$ cat src/rtl/issue_lock_pkg.sv
package issue_lock_pkg;
  parameter int NUM_REGS = 32;
  parameter int REG_W    = $clog2(NUM_REGS);
  parameter int SLOTS    = 32;
  parameter int SLOT_W   = $clog2(SLOTS);
  parameter int CNT_W    = SLOT_W;

  typedef enum logic [2:0] {
    UNIT_INT  = 3'd0,
    UNIT_ADD  = 3'd1,
    UNIT_MUL  = 3'd2,
    UNIT_DIV  = 3'd3,
    UNIT_LOAD = 3'd4
  } unit_e;

  typedef struct packed {
    logic              issue;
    logic              writeDst;
    logic              startDiv;
    logic [SLOT_W-1:0] slot;
    logic [CNT_W-1:0]  dstVal;
  } strobe_t;
endpackage

$ cat src/rtl/il_datapath.sv
module il_datapath
  import issue_lock_pkg::*;
#(
  parameter int LAT_DIV = 30
) (
  input  logic              clk,
  input  logic              rstN,
  input  strobe_t           stb,
  input  logic [REG_W-1:0]  decDst,
  input  logic [REG_W-1:0]  decSrcA,
  input  logic [REG_W-1:0]  decSrcB,
  input  logic [SLOT_W-1:0] minSlot,
  output logic [CNT_W-1:0]  cntA,
  output logic [CNT_W-1:0]  cntB,
  output logic [CNT_W-1:0]  cntDst,
  output logic              divBusy,
  output logic [SLOT_W-1:0] freeSlot,
  output logic              slotFound
);
  localparam int DIV_W = $clog2(LAT_DIV + 1);

  logic [NUM_REGS-1:0][CNT_W-1:0] cntVec;
  logic [DIV_W-1:0]               divCnt;
  logic [SLOTS-1:0]               memRes;

  // One result countdown per architectural register
  for (genvar r = 0; r < NUM_REGS; r++) begin : g_reg
    always_ff @(posedge clk) begin
      if (!rstN)                                       cntVec[r] <= '0;
      else if (stb.writeDst && decDst == REG_W'(r))    cntVec[r] <= stb.dstVal;
      else if (cntVec[r] != '0)                        cntVec[r] <= cntVec[r] - 1'b1;
    end
  end

  assign cntA   = cntVec[decSrcA];
  assign cntB   = cntVec[decSrcB];
  assign cntDst = cntVec[decDst];

  always_ff @(posedge clk) begin
    if (!rstN)             divCnt <= '0;
    else if (stb.startDiv) divCnt <= DIV_W'(LAT_DIV - 1);
    else if (divCnt != '0) divCnt <= divCnt - 1'b1;
  end
  assign divBusy = (divCnt != '0);

  // Bit k: MEM is claimed k cycles from now
  always_ff @(posedge clk) begin
    if (!rstN) memRes <= '0;
    else       memRes <= (memRes >> 1) |
                         (stb.issue ? (SLOTS'(1) << (stb.slot - 1'b1)) : '0);
  end

  // Lowest free MEM cycle at or beyond the requested one
  always_comb begin
    freeSlot  = '0;
    slotFound = 1'b0;
    for (int k = SLOTS - 1; k >= 1; k--) begin
      if (k >= int'(minSlot) && !memRes[k]) begin
        slotFound = 1'b1;
        freeSlot  = SLOT_W'(k);
      end
    end
  end

  assert_div_idle_R2: assert property (@(posedge clk) disable iff (!rstN)
    stb.startDiv |-> !divBusy);
  assert_slot_claimed_R7: assert property (@(posedge clk) disable iff (!rstN)
    stb.issue |=> memRes[$past(stb.slot) - 1'b1]);
  assert_count_loaded_R3: assert property (@(posedge clk) disable iff (!rstN)
    stb.writeDst |=> cntVec[$past(decDst)] == $past(stb.dstVal));
endmodule

$ cat src/rtl/il_control.sv
module il_control
  import issue_lock_pkg::*;
#(
  parameter int LAT_ADD = 5,
  parameter int LAT_MUL = 10,
  parameter int LAT_DIV = 30
) (
  input  logic              clk,
  input  logic              rstN,
  input  logic              decValid,
  input  logic [2:0]        decUnit,
  input  logic              decDstWr,
  input  logic              decIsStore,
  input  logic              decSrcAUse,
  input  logic              decSrcBUse,
  input  logic [CNT_W-1:0]  cntA,
  input  logic [CNT_W-1:0]  cntB,
  input  logic [CNT_W-1:0]  cntDst,
  input  logic              divBusy,
  input  logic [SLOT_W-1:0] freeSlot,
  input  logic              slotFound,
  output logic [SLOT_W-1:0] minSlot,
  output logic              stall,
  output strobe_t           stb
);
  logic rawA, rawB, wawHaz, divHaz, memHaz, isLoad, writes;

  // MEM is reached one cycle after the last execute stage
  always_comb begin
    case (unit_e'(decUnit))
      UNIT_ADD: minSlot = SLOT_W'(LAT_ADD + 1);
      UNIT_MUL: minSlot = SLOT_W'(LAT_MUL + 1);
      UNIT_DIV: minSlot = SLOT_W'(LAT_DIV + 1);
      default:  minSlot = SLOT_W'(2);
    endcase
  end

  assign isLoad = (unit_e'(decUnit) == UNIT_LOAD);
  assign writes = decDstWr && !decIsStore;
  assign rawA   = decSrcAUse && (cntA != '0);
  assign rawB   = decSrcBUse && (decIsStore ? (cntB > CNT_W'(1)) : (cntB != '0));
  assign wawHaz = writes && (cntDst != '0);
  assign divHaz = (unit_e'(decUnit) == UNIT_DIV) && divBusy;
  assign memHaz = !slotFound;

  assign stall = decValid && (rawA || rawB || wawHaz || divHaz || memHaz);

  always_comb begin
    stb.issue    = decValid && !stall;
    stb.writeDst = stb.issue && writes;
    stb.startDiv = stb.issue && (unit_e'(decUnit) == UNIT_DIV);
    stb.slot     = freeSlot;
    stb.dstVal   = CNT_W'(freeSlot - SLOT_W'(2) + SLOT_W'(isLoad));
  end

  assert_div_hold_R2: assert property (@(posedge clk) disable iff (!rstN)
    (decValid && decUnit == 3'd3 && divBusy) |-> stall);
  assert_idle_quiet_R9: assert property (@(posedge clk) disable iff (!rstN)
    !decValid |-> !stall);
endmodule

$ cat src/rtl/issue_interlock.sv
module issue_interlock
  import issue_lock_pkg::*;
#(
  parameter int LAT_ADD = 5,
  parameter int LAT_MUL = 10,
  parameter int LAT_DIV = 30
) (
  input  logic             clk,
  input  logic             rstN,
  input  logic             decValid,
  input  logic [2:0]       decUnit,
  input  logic             decDstWr,
  input  logic [REG_W-1:0] decDst,
  input  logic             decSrcAUse,
  input  logic [REG_W-1:0] decSrcA,
  input  logic             decSrcBUse,
  input  logic [REG_W-1:0] decSrcB,
  input  logic             decIsStore,
  output logic             stall
);
  strobe_t           stb;
  logic [CNT_W-1:0]  cntA, cntB, cntDst;
  logic              divBusy, slotFound;
  logic [SLOT_W-1:0] freeSlot, minSlot;

  il_control #(.LAT_ADD(LAT_ADD), .LAT_MUL(LAT_MUL), .LAT_DIV(LAT_DIV)) u_ctrl (
    .clk(clk), .rstN(rstN), .decValid(decValid), .decUnit(decUnit),
    .decDstWr(decDstWr), .decIsStore(decIsStore), .decSrcAUse(decSrcAUse),
    .decSrcBUse(decSrcBUse), .cntA(cntA), .cntB(cntB), .cntDst(cntDst),
    .divBusy(divBusy), .freeSlot(freeSlot), .slotFound(slotFound),
    .minSlot(minSlot), .stall(stall), .stb(stb)
  );

  il_datapath #(.LAT_DIV(LAT_DIV)) u_dp (
    .clk(clk), .rstN(rstN), .stb(stb), .decDst(decDst), .decSrcA(decSrcA),
    .decSrcB(decSrcB), .minSlot(minSlot), .cntA(cntA), .cntB(cntB),
    .cntDst(cntDst), .divBusy(divBusy), .freeSlot(freeSlot),
    .slotFound(slotFound)
  );
endmodule

$ cat config.mk
export PLATFORM = sky130hd
export DESIGN_NAME = issue_interlock
export DESIGN_NICKNAME = d
export VERILOG_FILES = /design/src/rtl/issue_lock_pkg.sv /design/src/rtl/il_datapath.sv /design/src/rtl/il_control.sv /design/src/rtl/issue_interlock.sv
export SDC_FILE = /design/constraint.sdc
export NUM_CORES = 1
export LEC_CHECK = 0
export BUFFER_PORTS_ARGS = -buffer_cell sky130_fd_sc_hd__buf_2
export CAP_MARGIN = 15
export CORE_MARGIN = 4
export CORE_UTILIZATION = 55
export DETAILED_ROUTE_END_ITERATION = 10
export PLACE_DENSITY = 0.71
export SYNTH_ARGS = -nofsm -noshare
export SYNTH_HDL_FRONTEND = slang
export SYNTH_SLANG_ARGS = --single-unit
$ cat constraint.sdc
create_clock -name clk -period 7.5 [get_ports clk]
set_input_delay 0.375 -clock clk [delete_from_list [all_inputs] [get_ports clk]]
set_output_delay 0.375 -clock clk [all_outputs]
set_load 0.1 [all_outputs]
* After elaboration in Yosys (flattened, before gate mapping) *
Index checks and enable logic that the tools add are counted.

storage, ports and cells
  bits in latches = 0
  word-level logic and storage cells = 459
  bits in registers = 197
  input bits = 25
  memory bits (writable) = 0
  memories kept = 0
  bits in read-only memories = 0

operators by class
  equal/unequal tests = 35
  reductions and logical operators = 179
  shift operators = 1
  mux-type cells = 137
  bitwise operators = 2
  multiply operators = 0
  order comparisons = 34
  add/subtract/negate cells = 36
  divide/modulo/power cells = 0

operator list
  operator                count
  $mux W5                 100
  $reduce_bool A5 Y1      36
  $sub A5 B1 Y5 const B   34
  $eq A5 B5 Y1 const B    16
  $bmux W5 S5             3
  $ge A5 B5 Y1 const A    15
  $logic_and A1 B1 Y1     71
  $reduce_bool A2 Y1      33
  $eq A5 B4 Y1 const B    8
  $ge A4 B5 Y1 const A    8
  $logic_not A1 Y1        33
  $mux W1                 32
  $mux W32                1
  $or A31 B32 Y32         1
  $shl A1 B5 Y32 const A  1
  $eq A5 B3 Y1 const B    4
  $ge A3 B5 Y1 const A    4
  $lt A5 B6 Y1 const B    3
  $pmux W5 S3             1
  $eq A5 B2 Y1 const B    2
  $ge A2 B5 Y1 const A    2
  $eq A3 B2 Y1 const B    2
  $add A5 B1 Y5           1
  $eq A5 B1 Y1 const B    1
  other kinds (9)         12

* Depth between registers and ports, before layout *
  depth after elaboration = 42
  depth in mapped cells = 15

* Hierarchy *
Synthesis repeated with hierarchy kept, for this count alone.

second synthesis, totals
  cells, all modules = 1,741
  area, all modules = 15,353.5 um^2

by module, submodules not included
  module       instances  cells an instance  seq. area each (um^2)  area each (um^2)
  il_datapath  1          1,701              3,923.8                15,079.5
  il_control   1          40                 0.0                    274.0

* Worst setup path before layout *
OpenSTA, ideal clock, no wires.

  path type = input -> output
  from = input decDst[3]
  to = output stall
  data arrival time = 3.498 ns
  path buffers = 3
  setup slack = 3.627 ns
  stages on the path = 8
  cells stage by stage = clkbuf_1 > clkbuf_1 > o2111ai_1 > a222oi_1 > nor3_2 > o311a_2 > buf_2 > a21oi_1

between the ends
  longest elaborated chain between the ends = 8

RTL lines
  what                              line                   RTL
  start, declared                   issue_interlock.sv:13  input logic [REG_W-1:0] decDst,
  $bmux W5 S5                       il_datapath.sv:37      assign cntDst = cntVec[decDst];
  $mux W5 (implied by the code)     il_datapath.sv:37
  $reduce_bool A5 Y1                il_control.sv:42       assign wawHaz = writes && (cntDst != '0);
  $logic_and A1 B1 Y1               il_control.sv:42
  $logic_or A1 B1 Y1 (3 in series)  il_control.sv:46       assign stall = decValid && (rawA || rawB || wawHaz || divHaz || memHaz);
  $logic_and A1 B1 Y1               il_control.sv:46
  end, declared                     issue_interlock.sv:19  output logic stall

No other way between the ends. The select of a mux whose other input is x is not followed.

* Worst setup path after layout *
  from = register u_dp.memRes[11]
  to = output stall

between the ends
  longest elaborated chain between the ends = 16

RTL lines
  what                    line               RTL
  start, declared         il_datapath.sv:24  logic [SLOTS-1:0] memRes;
  start signal, assigned  il_datapath.sv:49  else memRes <= (memRes >> 1) |
  $logic_not A1 Y1        il_datapath.sv:58  if (k >= int'(minSlot) && !memRes[k]) begin
  $logic_and A1 B1 Y1     il_datapath.sv:58
  $mux W1 (11 in series)  il_datapath.sv:58
  $logic_not A1 Y1        il_control.sv:44   assign memHaz = !slotFound;
  $logic_or A1 B1 Y1      il_control.sv:46
  $logic_and A1 B1 Y1     il_control.sv:46

No other way between the ends.

==> summary.md <==
During I/O placement, the number of pins put on the boundary was 26. Average instance area after synthesis: 8.02 µm². Of the total synthesized cell area, the portion taken by full adders, half adders and majority gates is 6.11%. At the end of routability-driven placement, the weighted congestion stood at 0.974. The overall die width was 166 µm; the buffer levels on the longest clock path was 2.

In this run the static leakage power is 0.00574 µW. The synthesized netlist net count is 1,803, and the number of max-capacitance violations reported is 0. The area fraction in and, or, nand and nor cells after synthesis is 27.8%. The synthesized design contains 195 register bits. The number of levels the H-tree was split into is 4, and the overall power is 6240 µW.

The library cell used most frequently in the layout, excluding fill and tap cells, is nand2_1. The number of routed nets with antenna violations is 0, and the first-pass GRT wire length is 62,400 µm. CTS placed an instance of clkbuf_16 at the clock tree root.

Global routing used 27.4% of the available tracks. For the pin with the worst max-slew slack, the measured transition is 1.02 ns. For this run, the detailed router's first-pass iteration total came to 8.

After detailed placement, the total cell area comes to 14,000 µm². The number of global-route vias before repair was 11,700; the distinct cell type count after synthesis was 74. The global-route congestion overflow total is 0.

The library cells used most frequently in the layout, excluding fill and tap cells, are nand2_1, dfxtp_1, mux2i_1. The tools report the post-detailed-placement half-perimeter wirelength as 27,200 µm. The met1 routed wirelength after detailed routing came out at 16,900 µm.

The logs give 0 for the number of warning messages in the yosys log and 24,500 µm² for the core box area. The post-route clock period utilization was 50.8%; the storage element area was 3900 µm². Data on the critical path is required at its endpoint by 7.12 ns. The clock arrives with 0.0180 ns of skew. The critical path is of the flop to output pin type. The largest fanout on the critical path was 12.

In this run, synthesis inferred 0 flip-flops with an integrated enable. The detailed-route DRC error count was 0. After clock tree synthesis, the repair step resized 0 gates. By area the synthesized netlist is led by dfxtp_1, mux2i_1, nand2_1.

The compound-gate portion of the synthesized area was 12.3%; the initial core utilization was 56.1%. Total count of max-transition violations in the final report: 0. STA classifies the critical path startpoint as a flop.

TritonCTS built the clock tree. The tools report the number of buffers added for setup after CTS as 0. The final layout contains routed wiring with a total length of 39,100 µm. After floorplanning, the core was divided into 57 placement rows.

Fill cells in the final layout number 2,227. The routed design could run at a clock period as short as 3.81 ns. The synthesized netlist devotes 3.51% of its cell area to XOR and XNOR gates.

For this design the ratio of total power to cell area is 428 nW/µm². For this run, the post-layout net count is 1,778. The peak clock frequency supported by timing was 0.262 GHz; the number of standard cells after synthesis was 1,711. The tools report the remaining max-slew budget at the tightest pin as 31.3%. In the final layout, the multi-input gates occupy 9070 µm². Buffers inserted to repair hold after CTS numbered 0.

In this run, the number of DRC markers left after iteration 0 of detailed routing was 1,382. For the total negative setup slack, the log shows 0 ns. The run gives 0.194 mV as the peak supply drop. The master of the slowest instance on the critical path is buf_2. Clock tree synthesis found a total of 195 sinks.

The main combinational cell family by area after synthesis was simple AND/OR/NAND/NOR gates. Setup repair after global routing left no endpoint under its margin. The final hold slack is 0.493 ns. The cell type contributing the most total cell area after synthesis is dfxtp_1. The routed via count is 12,700. Sequential cells were found to cover 28.4% of the synthesized design area.

The mapped netlist covers 13,700 µm². The maximum cell stage delay along the critical path was 0.49 ns; the initial antenna violation count was 1. The prevailing post-synth register cell is dfxtp_1. Portion of synthesized cell area occupied by the leading cell type: 28.4%.

The via density per instance came out at 6.28. The met3 wire length was 3200 µm; the setup slack after placement was 3.72 ns. Clock-pin slew was measured on the worst setup and hold paths at 0.08 ns.

The die covers 27,500 µm². Wire segments on met2 add up to 17,800 µm in the final route. Walking the worst path, the cells encountered are nor2_1 -> o21ai_0 -> nand4_1 -> o22ai_1 -> a31oi_2 -> o311a_2 -> a21oi_1 -> buf_2. For the number of setup violations in the final report, the log shows 0.

The run finished with clean final reports. The height of the die was 166 µm; the final worst-path setup slack was 3.69 ns. For this run, asynchronously set or reset flops after synthesis account for 0%. STA classifies the critical path endpoint as an output pin. The min-delay analysis places its worst path in the category flop to flop.

The logs give 0.45 ns for the clock insertion delay at the later pin of the skew report and 17 for the number of CTS-inserted buffers. The maximum number of pins on one net before global-route repair is 118. The average detailed-routed wire length per instance is 19.3 µm, and the data arrival time of the critical path is 3.44 ns.

In this run the top signal layer used is met4. The count of input and output buffers is 25. The run gives 0 as the final-report hold violation count. The synthesis-to-layout area growth is 6.11%. The run gives 14,600 µm² as the final design instance area without fill. The mux cell area share after synthesis is 16.3%, and the share of layout cells above drive strength 1 is 6.95%.
-- cells by family after synthesis --
kind of cell	Yosys count
mux	211
buf+inv	180
fa+ha+maj	67
compound gates	249
flops	195
simple gates	753
other cells	1
xor+xnor	55
-- per-stage QoR --
stage,util (%),instances
after floorplan,-,1711
after global placement,57.0,1991
after detailed placement,57.0,1991
after CTS,59.5,2023
after global routing,59.5,2024
final,59.5,2024
-- layout make-up --
cell class,instances,area share (%)
Multi-Input combinational cell,1336,62.2
Inverter,103,2.65
Sequential cell,195,26.8
Timing Repair Buffer,33,1.31
Clock inverter,11,0.954
Antenna cell,1,0.0172
Tap cell,324,2.78
Clock buffer,21,3.23
-- where the power goes --
part	internal [µW]	total, µW	switching (µW)
Sequential	1450	1950	501
Combinational	1430	3310	1880
Clock	528	972	444
-- routing by layer --
layer,up-vias,global-route usage [%]
met3,110,4.28
li1,6057,-
met5,-,0
met2,567,44.4
met4,0,9.29
met1,5973,37.3
-- worst paths after layout --
| check | startpoint | to | slack (ns) | cells past startpoint |
|---|---|---|---|---|
| worst max-delay path | u_dp.memRes[11]$_SDFF_PN0_ | stall | 3.69 | 8 |
| worst min-delay path | u_dp.memRes[22]$_SDFF_PN0_ | u_dp.memRes[21]$_SDFF_PN0_ | 0.49 | 2 |
| worst max register to register | u_dp.cntVec[46]$_SDFFE_PN0P_ | u_dp.cntVec[146]$_SDFFE_PN0P_ | 3.88 | 9 |
| worst min register to register | u_dp.memRes[22]$_SDFF_PN0_ | u_dp.memRes[21]$_SDFF_PN0_ | 0.49 | 2 |
-- registers in the layout (all words and copies together), names as in the netlist --
| name | cells |
|---|---|
| u_dp.divCnt | 5 |
| u_dp.memRes | 30 |
| u_dp.cntVec | 160 |
-- worst max-delay path: cells and delay by family, from the launching register on --
kind | cells | cell delay [ns]
AO/OA/AOI/OAI | 5 | 1.61
buffers and inverters | 1 | 0.49
flip-flops | 1 | 0.45
AND/OR/NAND/NOR | 2 | 0.45
-- synth_stat cells (9+ instances only) --
library cell,n
ha_1,67
dfxtp_1,195
mux4_2,9
nand4_1,24
and2_1,26
xor2_1,17
o41ai_1,20
nor3_4,10
nor3_1,100
nor2_1,93
clkbuf_1,58
nor2b_1,17
xnor2_1,38
nor4_1,19
nand2_1,279
o21ai_0,83
nor3b_1,10
or3_1,18
mux2_2,12
inv_1,103
o31ai_1,9
a21oi_1,31
nand3_1,82
o211ai_1,25
nand2b_1,26
mux2i_1,190
Note: power is estimated with default switching activity, not from simulation.
